## config.mk

```make
export PLATFORM = sky130hd
export DESIGN_NAME = scl_high_timer
export DESIGN_NICKNAME = d
export VERILOG_FILES = /design/src/rtl/sht_pkg.sv /design/src/rtl/sht_ctrl.sv /design/src/rtl/sht_datapath.sv /design/src/rtl/scl_high_timer.sv
export SDC_FILE = /design/constraint.sdc
export NUM_CORES = 1
export LEC_CHECK = 0
export ABC_AREA = 1
export ABC_CLOCK_PERIOD_IN_PS = 2300
export BUFFER_PORTS_ARGS = -buffer_cell sky130_fd_sc_hd__buf_2
export CAP_MARGIN = 15
export CORE_MARGIN = 1.5
export CORE_UTILIZATION = 64
export DETAILED_ROUTE_END_ITERATION = 12
export PLACE_DENSITY_LB_ADDON = 0.05
export RECOVER_POWER = 100
export SETUP_SLACK_MARGIN = 0.4
export SYNTH_ARGS = -nofsm -noshare
export SYNTH_HDL_FRONTEND = slang
export SYNTH_SLANG_ARGS = --single-unit
export TNS_END_PERCENT = 30
```

## constraint.sdc

```tcl
create_clock -name clk -period 2.3 [get_ports clk]
set_input_delay 0.23 -clock clk [delete_from_list [all_inputs] [get_ports clk]]
set_output_delay 0.23 -clock clk [all_outputs]
set_load 0.02 [all_outputs]
```

## src/rtl/sht_pkg.sv

```systemverilog
package sht_pkg;
  // Strobes from control to datapath
  typedef struct packed {
    logic [1:0] load;     // [0] high count, [1] low count
    logic       run;
    logic       restart;
  } ctlStrobes_t;
endpackage

```

## src/rtl/sht_ctrl.sv

```systemverilog
module sht_ctrl
  import sht_pkg::*;
(
  input  logic        clk,
  input  logic        rstN,
  input  logic        ctrlEn,
  input  logic        wrHigh,
  input  logic        wrLow,
  output ctlStrobes_t strb
);
  logic enPrev;

  always_ff @(posedge clk or negedge rstN) begin
    if (!rstN) enPrev <= 1'b0;
    else       enPrev <= ctrlEn;
  end

  always_comb begin
    strb.load[0] = wrHigh & ~ctrlEn;
    strb.load[1] = wrLow & ~ctrlEn;
    strb.run     = ctrlEn;
    strb.restart = ctrlEn & ~enPrev;
  end
endmodule

```

## src/rtl/sht_datapath.sv

```systemverilog
module sht_datapath
  import sht_pkg::*;
#(
  parameter int CNT_W    = 16,
  parameter int HIGH_RST = 16'h029B,
  parameter int LOW_RST  = 16'h0335,
  parameter int HIGH_MIN = 6,
  parameter int LOW_MIN  = 6
)(
  input  logic             clk,
  input  logic             rstN,
  input  ctlStrobes_t      strb,
  input  logic [CNT_W-1:0] wrData,
  input  logic             rdSel,
  output logic [CNT_W-1:0] rdData,
  output logic [CNT_W-1:0] highVal,
  output logic [CNT_W-1:0] lowVal,
  output logic             sclOut
);
  localparam int NCFG = 2;
  localparam logic [CNT_W-1:0] ONE = CNT_W'(1);

  logic [CNT_W-1:0] cfg [NCFG];
  logic [CNT_W-1:0] cnt;
  logic             phaseHigh;

  for (genvar g = 0; g < NCFG; g++) begin : g_cfg
    localparam logic [CNT_W-1:0] RSTV = CNT_W'((g == 0) ? HIGH_RST : LOW_RST);
    localparam logic [CNT_W-1:0] MINV = CNT_W'((g == 0) ? HIGH_MIN : LOW_MIN);
    always_ff @(posedge clk or negedge rstN) begin
      if (!rstN)            cfg[g] <= RSTV;
      else if (strb.load[g]) cfg[g] <= (wrData < MINV) ? MINV : wrData;
    end
  end

  always_ff @(posedge clk or negedge rstN) begin
    if (!rstN) begin
      phaseHigh <= 1'b1;
      cnt       <= '0;
    end else if (!strb.run) begin
      phaseHigh <= 1'b1;
      cnt       <= '0;
    end else if (strb.restart) begin
      phaseHigh <= 1'b1;
      cnt       <= cfg[0] - ONE;
    end else if (cnt == '0) begin
      phaseHigh <= ~phaseHigh;
      cnt       <= phaseHigh ? (cfg[1] - ONE) : (cfg[0] - ONE);
    end else begin
      cnt <= cnt - ONE;
    end
  end

  assign highVal = cfg[0];
  assign lowVal  = cfg[1];
  assign rdData  = rdSel ? cfg[1] : cfg[0];
  assign sclOut  = phaseHigh;
endmodule

```

## src/rtl/scl_high_timer.sv

```systemverilog
module scl_high_timer
  import sht_pkg::*;
#(
  parameter int CNT_W    = 16,
  parameter int HIGH_RST = 16'h029B,
  parameter int LOW_RST  = 16'h0335,
  parameter int HIGH_MIN = 6,
  parameter int LOW_MIN  = 6
)(
  input  logic             clk,
  input  logic             rstN,
  input  logic             ctrlEn,
  input  logic             wrHigh,
  input  logic             wrLow,
  input  logic [CNT_W-1:0] wrData,
  input  logic             rdSel,
  output logic [CNT_W-1:0] rdData,
  output logic             sclOut
);
  ctlStrobes_t      strb;
  logic [CNT_W-1:0] highVal;
  logic [CNT_W-1:0] lowVal;

  sht_ctrl u_ctrl (
    .clk(clk), .rstN(rstN), .ctrlEn(ctrlEn),
    .wrHigh(wrHigh), .wrLow(wrLow), .strb(strb)
  );

  sht_datapath #(
    .CNT_W(CNT_W), .HIGH_RST(HIGH_RST), .LOW_RST(LOW_RST),
    .HIGH_MIN(HIGH_MIN), .LOW_MIN(LOW_MIN)
  ) u_dp (
    .clk(clk), .rstN(rstN), .strb(strb), .wrData(wrData),
    .rdSel(rdSel), .rdData(rdData), .highVal(highVal),
    .lowVal(lowVal), .sclOut(sclOut)
  );
endmodule

```

---- Word level (Yosys, flattened, before mapping) ----
Cells that the tools add are included.
storage, ports and cells
  register bits after elaboration ......... 50
  input bits .............................. 22
  logic and storage cells ................. 26
  output and inout bits ................... 17
operators by class
  magnitude comparators ................... 1
  reductions and logical operators ........ 1
  multiplexer cells ....................... 9
  bitwise gates (word level) .............. 6
  eq/ne operators ......................... 1
  add/subtract/negate cells ............... 3
operator list
  operator                                                                        number
  16-bit two-way mux                                                              6
  16-bit by 1-bit subtractor with 16-bit output (second input constant)           3
  16-bit zero test                                                                1
  16-bit by 3-bit less-than comparator with 1-bit output (second input constant)  1
  1-bit AND                                                                       3
  1-bit two-way mux                                                               3
  3-bit by 1-bit != test with 1-bit output (second input constant)                1
  1-bit NOT                                                                       3

---- Logic depth before layout (Yosys ltp) ----
  depth in word-level cells ............... 5
  mapped depth ............................ 12

---- Hierarchy ----
From an unflattened synthesis, not the netlist that was laid out.
second synthesis, totals
  cells, all modules ...................... 535
  area, all modules ....................... 3542.1 um2
modules (own cells, without submodules)
  module        area each (um2)  cells an instance  times used
  sht_datapath  3484.6           527                1
  sht_ctrl      57.6             8                  1

---- Worst setup path after synthesis ----
Ideal clock, no wire load.
  path type ............................... reg-to-reg
  start point ............................. reg u_dp.cnt[0]
  end point ............................... reg u_dp.cnt[3]
  buffers on the path ..................... 1
  required time ........................... 2176 ps
  path slack .............................. 751 ps
  stages on the path, launching flop included .. 13
  arrival time ............................ 1425 ps
  cells stage by stage .................... dfrtp_1 -> inv_1 -> ha_1 -> inv_1 -> nor2_1 -> nand2_1 -> nor2_2 -> nand2_4 -> nor2_4 -> buf_6 -> nand2_1 -> nand4_1 -> o21ai_1
on the way
  cells in the longest elaborated chain, start to end .. 4
  elaborated cells between the ends (all ways) .. 5
  those cells by class .................... add/sub (1); mux (3); reduce/logical (1)
ends and longest elaborated chain
  item                                                                                      RTL line                                text
  start: declaration                                                                        sht_datapath.sv:24                      logic [CNT_W-1:0] cnt;
  start signal: assignment                                                                  sht_datapath.sv:45                      cnt <= cfg[0] - ONE;
  start signal: assignment                                                                  sht_datapath.sv:48                      cnt <= phaseHigh ? (cfg[1] - ONE) : (cfg[0] - ONE);
  start signal: assignment                                                                  sht_datapath.sv:50                      cnt <= cnt - ONE;
  16-bit by 1-bit subtractor with 16-bit output / 16-bit zero test (equally long branches)  sht_datapath.sv:50, sht_datapath.sv:46
  16-bit two-way mux (*)                                                                    sht_datapath.sv:46                      end else if (cnt == '0) begin
  16-bit two-way mux (*)                                                                    sht_datapath.sv:43                      end else if (strb.restart) begin
  16-bit two-way mux (*)                                                                    sht_datapath.sv:40                      end else if (!strb.run) begin
Mark *: on every way between the ends. The rest lies on a longest branch, timed or not.
A chain may end at the register's enable or synchronous reset.

---- Worst setup path in the final report ----
  start point ............................. reg u_dp.cnt[0]
  end point ............................... reg u_dp.cnt[0]
The elaborated chain is that of the path after synthesis.

==> impl_metrics.ini <==
[routing]
drc = 0
routed_wl_mm = 9.414
routed_via_density = 5.477
drtIter0Drc = 258
dr_total_vias = 3686
antenna_left = 0
post_drt_wl_per_cell_um = 13.99
firstDrtPassIters = 5

[worst_setup_path]
reg2reg_from = u_dp.cnt[0]
crit_type = flop to flop
start_kind = flop
required_ns = 2.49
cp.arrival_ns = 2.12
critPathMaxFanout = 7
r2r.worst_path.cells = 12
r2r_setup_slack_ns = 0.36
r2r_end = u_dp.cnt[0]
worst_setup_path_end_kind = flop
cp-endpoint = u_dp.cnt[0]
startpoint = u_dp.cnt[0]

[final_layout]
syn2layout_area_growth_pct = 10.62
drive_gt1_share_pct = 9.287
nets = 628
instances_no_fill = 673
n_antenna_cell = 0
final_cell_mix = nand2_1 (194), inv_1 (68), nor2_1 (68)
final_common_cell = nand2_1

[die]
core_sq_mm = 0.005238
die-height_um = 77.55
die_area_sq_mm = 0.006014
die_width_um = 77.55
ios = 39
start_util_pct = 67.92
num_rows = 26

[synth]
yosys.cell_types.count = 31
avgSynthCellArea_sq_um = 6.363
ys.warnings.count = 0
synth-compound-area-share_pct = 9.814
synth-simple-area-share_pct = 41.19
synth_mux_area_share_pct = 0.3166
yosys.area_share.xor_xnor_pct = 3.201
synth_nets = 585
synth_top_family_by_area = simple AND/OR/NAND/NOR gates
yosys.area.top_type = dfrtp_1
syn-cell-area_sq_mm = 0.003557
synth.top_cell.area_share_pct = 26.03
ys_ff_latch = 50
synth_cells = 559
ys_seq_area_share_pct = 35.63
synthTopCellsByArea = dfrtp_1 (26%), nand2_1 (20%), dfstp_2 (9.6%), nand3_1 (7.2%), o21ai_0 (7.2%)
synthAdderAreaFrac_pct = 1.407

[power]
power.share.switching_pct = 42.19
pwr-share-seq_pct = 39.9
comb_power_share_pct = 39.0
p_int_w = 0.001744
p_leak_nw = 1.997
clkPwrFrac_pct = 21.2
powerDensity_mw_per_mm2 = 766.8
ir_worst_vdd_mv = 0.5652
power.total_w = 0.003017
power.switching_w = 0.001273

[timing]
final_max_slew_viol_count = 0
clock_skew_ns = 0.004170
min_period_over_period_pct = 84.17
post-route-min-period_ns = 1.936
setup_violations = 0
setup_tns_ns = 0
rsz0062_at_grt = no
maxSlewHeadroom_pct = 4.850
worst_pin_slew_ns = 1.427
hold_violations = 0
max_freq_ghz = 0.5166

[clocking]
clkSinkCount = 50
clk_root_buffer_cell = clkbuf_8
cts_buffers = 5
clkTransAtPathRegs_ns = 0.09
cts_tree = done
clock_path_buffers = 2
clock_latency_ns = 0.31
htreeDepth = 2

[grt]
grt_util_met1_pct = 42.35
grt_pass1_wl_mm = 15.85
overflow = 0
grt_usage_pct = 33.08
grt_util_met3_pct = 4.353
grt_pass1_vias = 3594
grt_antenna_before_repair = 0
grtUsageMet2_pct = 56.23
grt_max_degree = 32
busiest_layer = met2

[placement]
placedCellCount = 660
gp_congestion = 0.9539
io_buffers = 38
dpl.hpwl_mm = 7.200

[job]
cap_violations = 0

[hold_path]
hp-class = input port to flop

[run_status]
status = finished clean
critical path: stages (launching register included):
cell,delay (ns)
dfrtp_1,0.39
inv_1,0.09
ha_1,0.20
inv_1,0.05
nor2_1,0.08
nand2_1,0.09
nor2_4,0.13
nand2_4,0.09
nor2_4,0.14
clkbuf_1,0.25
nand2_1,0.09
o211ai_1,0.11
o21ai_0,0.12
Yosys cell counts (all sizes together):
cell and count:
nand2 198, nor2 77, inv 68, o21ai 53
nand3 52, dfrtp 37, dfstp 13, a21oi 10
clkbuf 9, xor2 9, nand4 6, nand3b 5
ha 4, xnor2 4, nor3 3, nor4 2
o22ai 2, or2 2, a31oi 1, buf 1
mux2 1, o211ai 1, o21bai 1
routing by layer:
layer	vias up	routed length (um)
met5	-	0
met4	0	338
met3	36	594
met2	164	4412
met1	1633	4068
li1	1853	-
how the worst min path moves through the flow:
stage | endpoint | slack (ns) | cells after the start | startpoint
after floorplan | u_ctrl.enPrev | -0.07 | 0 | rstN
after global placement | u_dp.highVal[2] | 0.26 | 1 | rstN
after detailed placement | u_dp.highVal[2] | 0.26 | 1 | rstN
after CTS | u_ctrl.enPrev | 0.05 | 1 | ctrlEn
after global routing | u_ctrl.enPrev | 0.06 | 1 | ctrlEn
final | u_ctrl.enPrev | 0.06 | 1 | ctrlEn
power groups by stage:
stage               clock (W)  combinational (W)  sequential, W
global placement            0            0.00112        0.00120
CTS                  0.000642            0.00116        0.00119
detailed placement          0            0.00114        0.00121
floorplan                   0           0.000872        0.00116
global route         0.000671            0.00133        0.00122
finish               0.000639            0.00118        0.00120
through the flow:
| stage | hold slack (ns) | utilization, % | worst slack [ns] | cell area [sq um] |
|---|---|---|---|---|
| detailed placement | 0.2608 | 73.03 | 0.4982 | 3825 |
| finish | 0.05559 | 75.13 | 0.3642 | 3935 |
| global placement | 0.2558 | 73.03 | 0.5995 | 3825 |
| global route | 0.05854 | 75.13 | 0.2407 | 3935 |
| floorplan | -0.06559 | - | 0.7513 | 3557 |
| CTS | 0.04652 | 75.37 | 0.4510 | 3948 |
logic make-up (layout without fill, tap and decap cells):
kind of cell,after synthesis,after routing
and+or+nand+nor,345,345
adders and majority gates,4,4
muxes,1,1
xor gates and xnor gates,13,13
DFF,50,50
AOI/OAI and AO/OA,68,68
buffers and inverters,78,122
sequential cells by signal, indices dropped and copies added (netlist names):
register,cells
u_dp.sclOut,1
u_dp.lowVal,16
u_dp.cnt,16
u_ctrl.enPrev,1
u_dp.highVal,16
cell type report:
type,count,area [sq um]
Clock inverter,3,43.79
Clock buffer,5,68.82
Tap cell,70,87.58
Fill cell,457,1303
Timing Repair Buffer,46,227.7
Multi-Input combinational cell,431,1984
Inverter,68,255.2
Sequential cell,50,1267
timing repair:
action                                  4_1_cts  5_1_grt
hold endpoints to repair                     19        0
hold buffers                                  1        0
endpoints found under the setup margin        0        8
gates resized for setup                       0        1
setup buffers                                 0        4
Power figures use the tool's default switching activity.
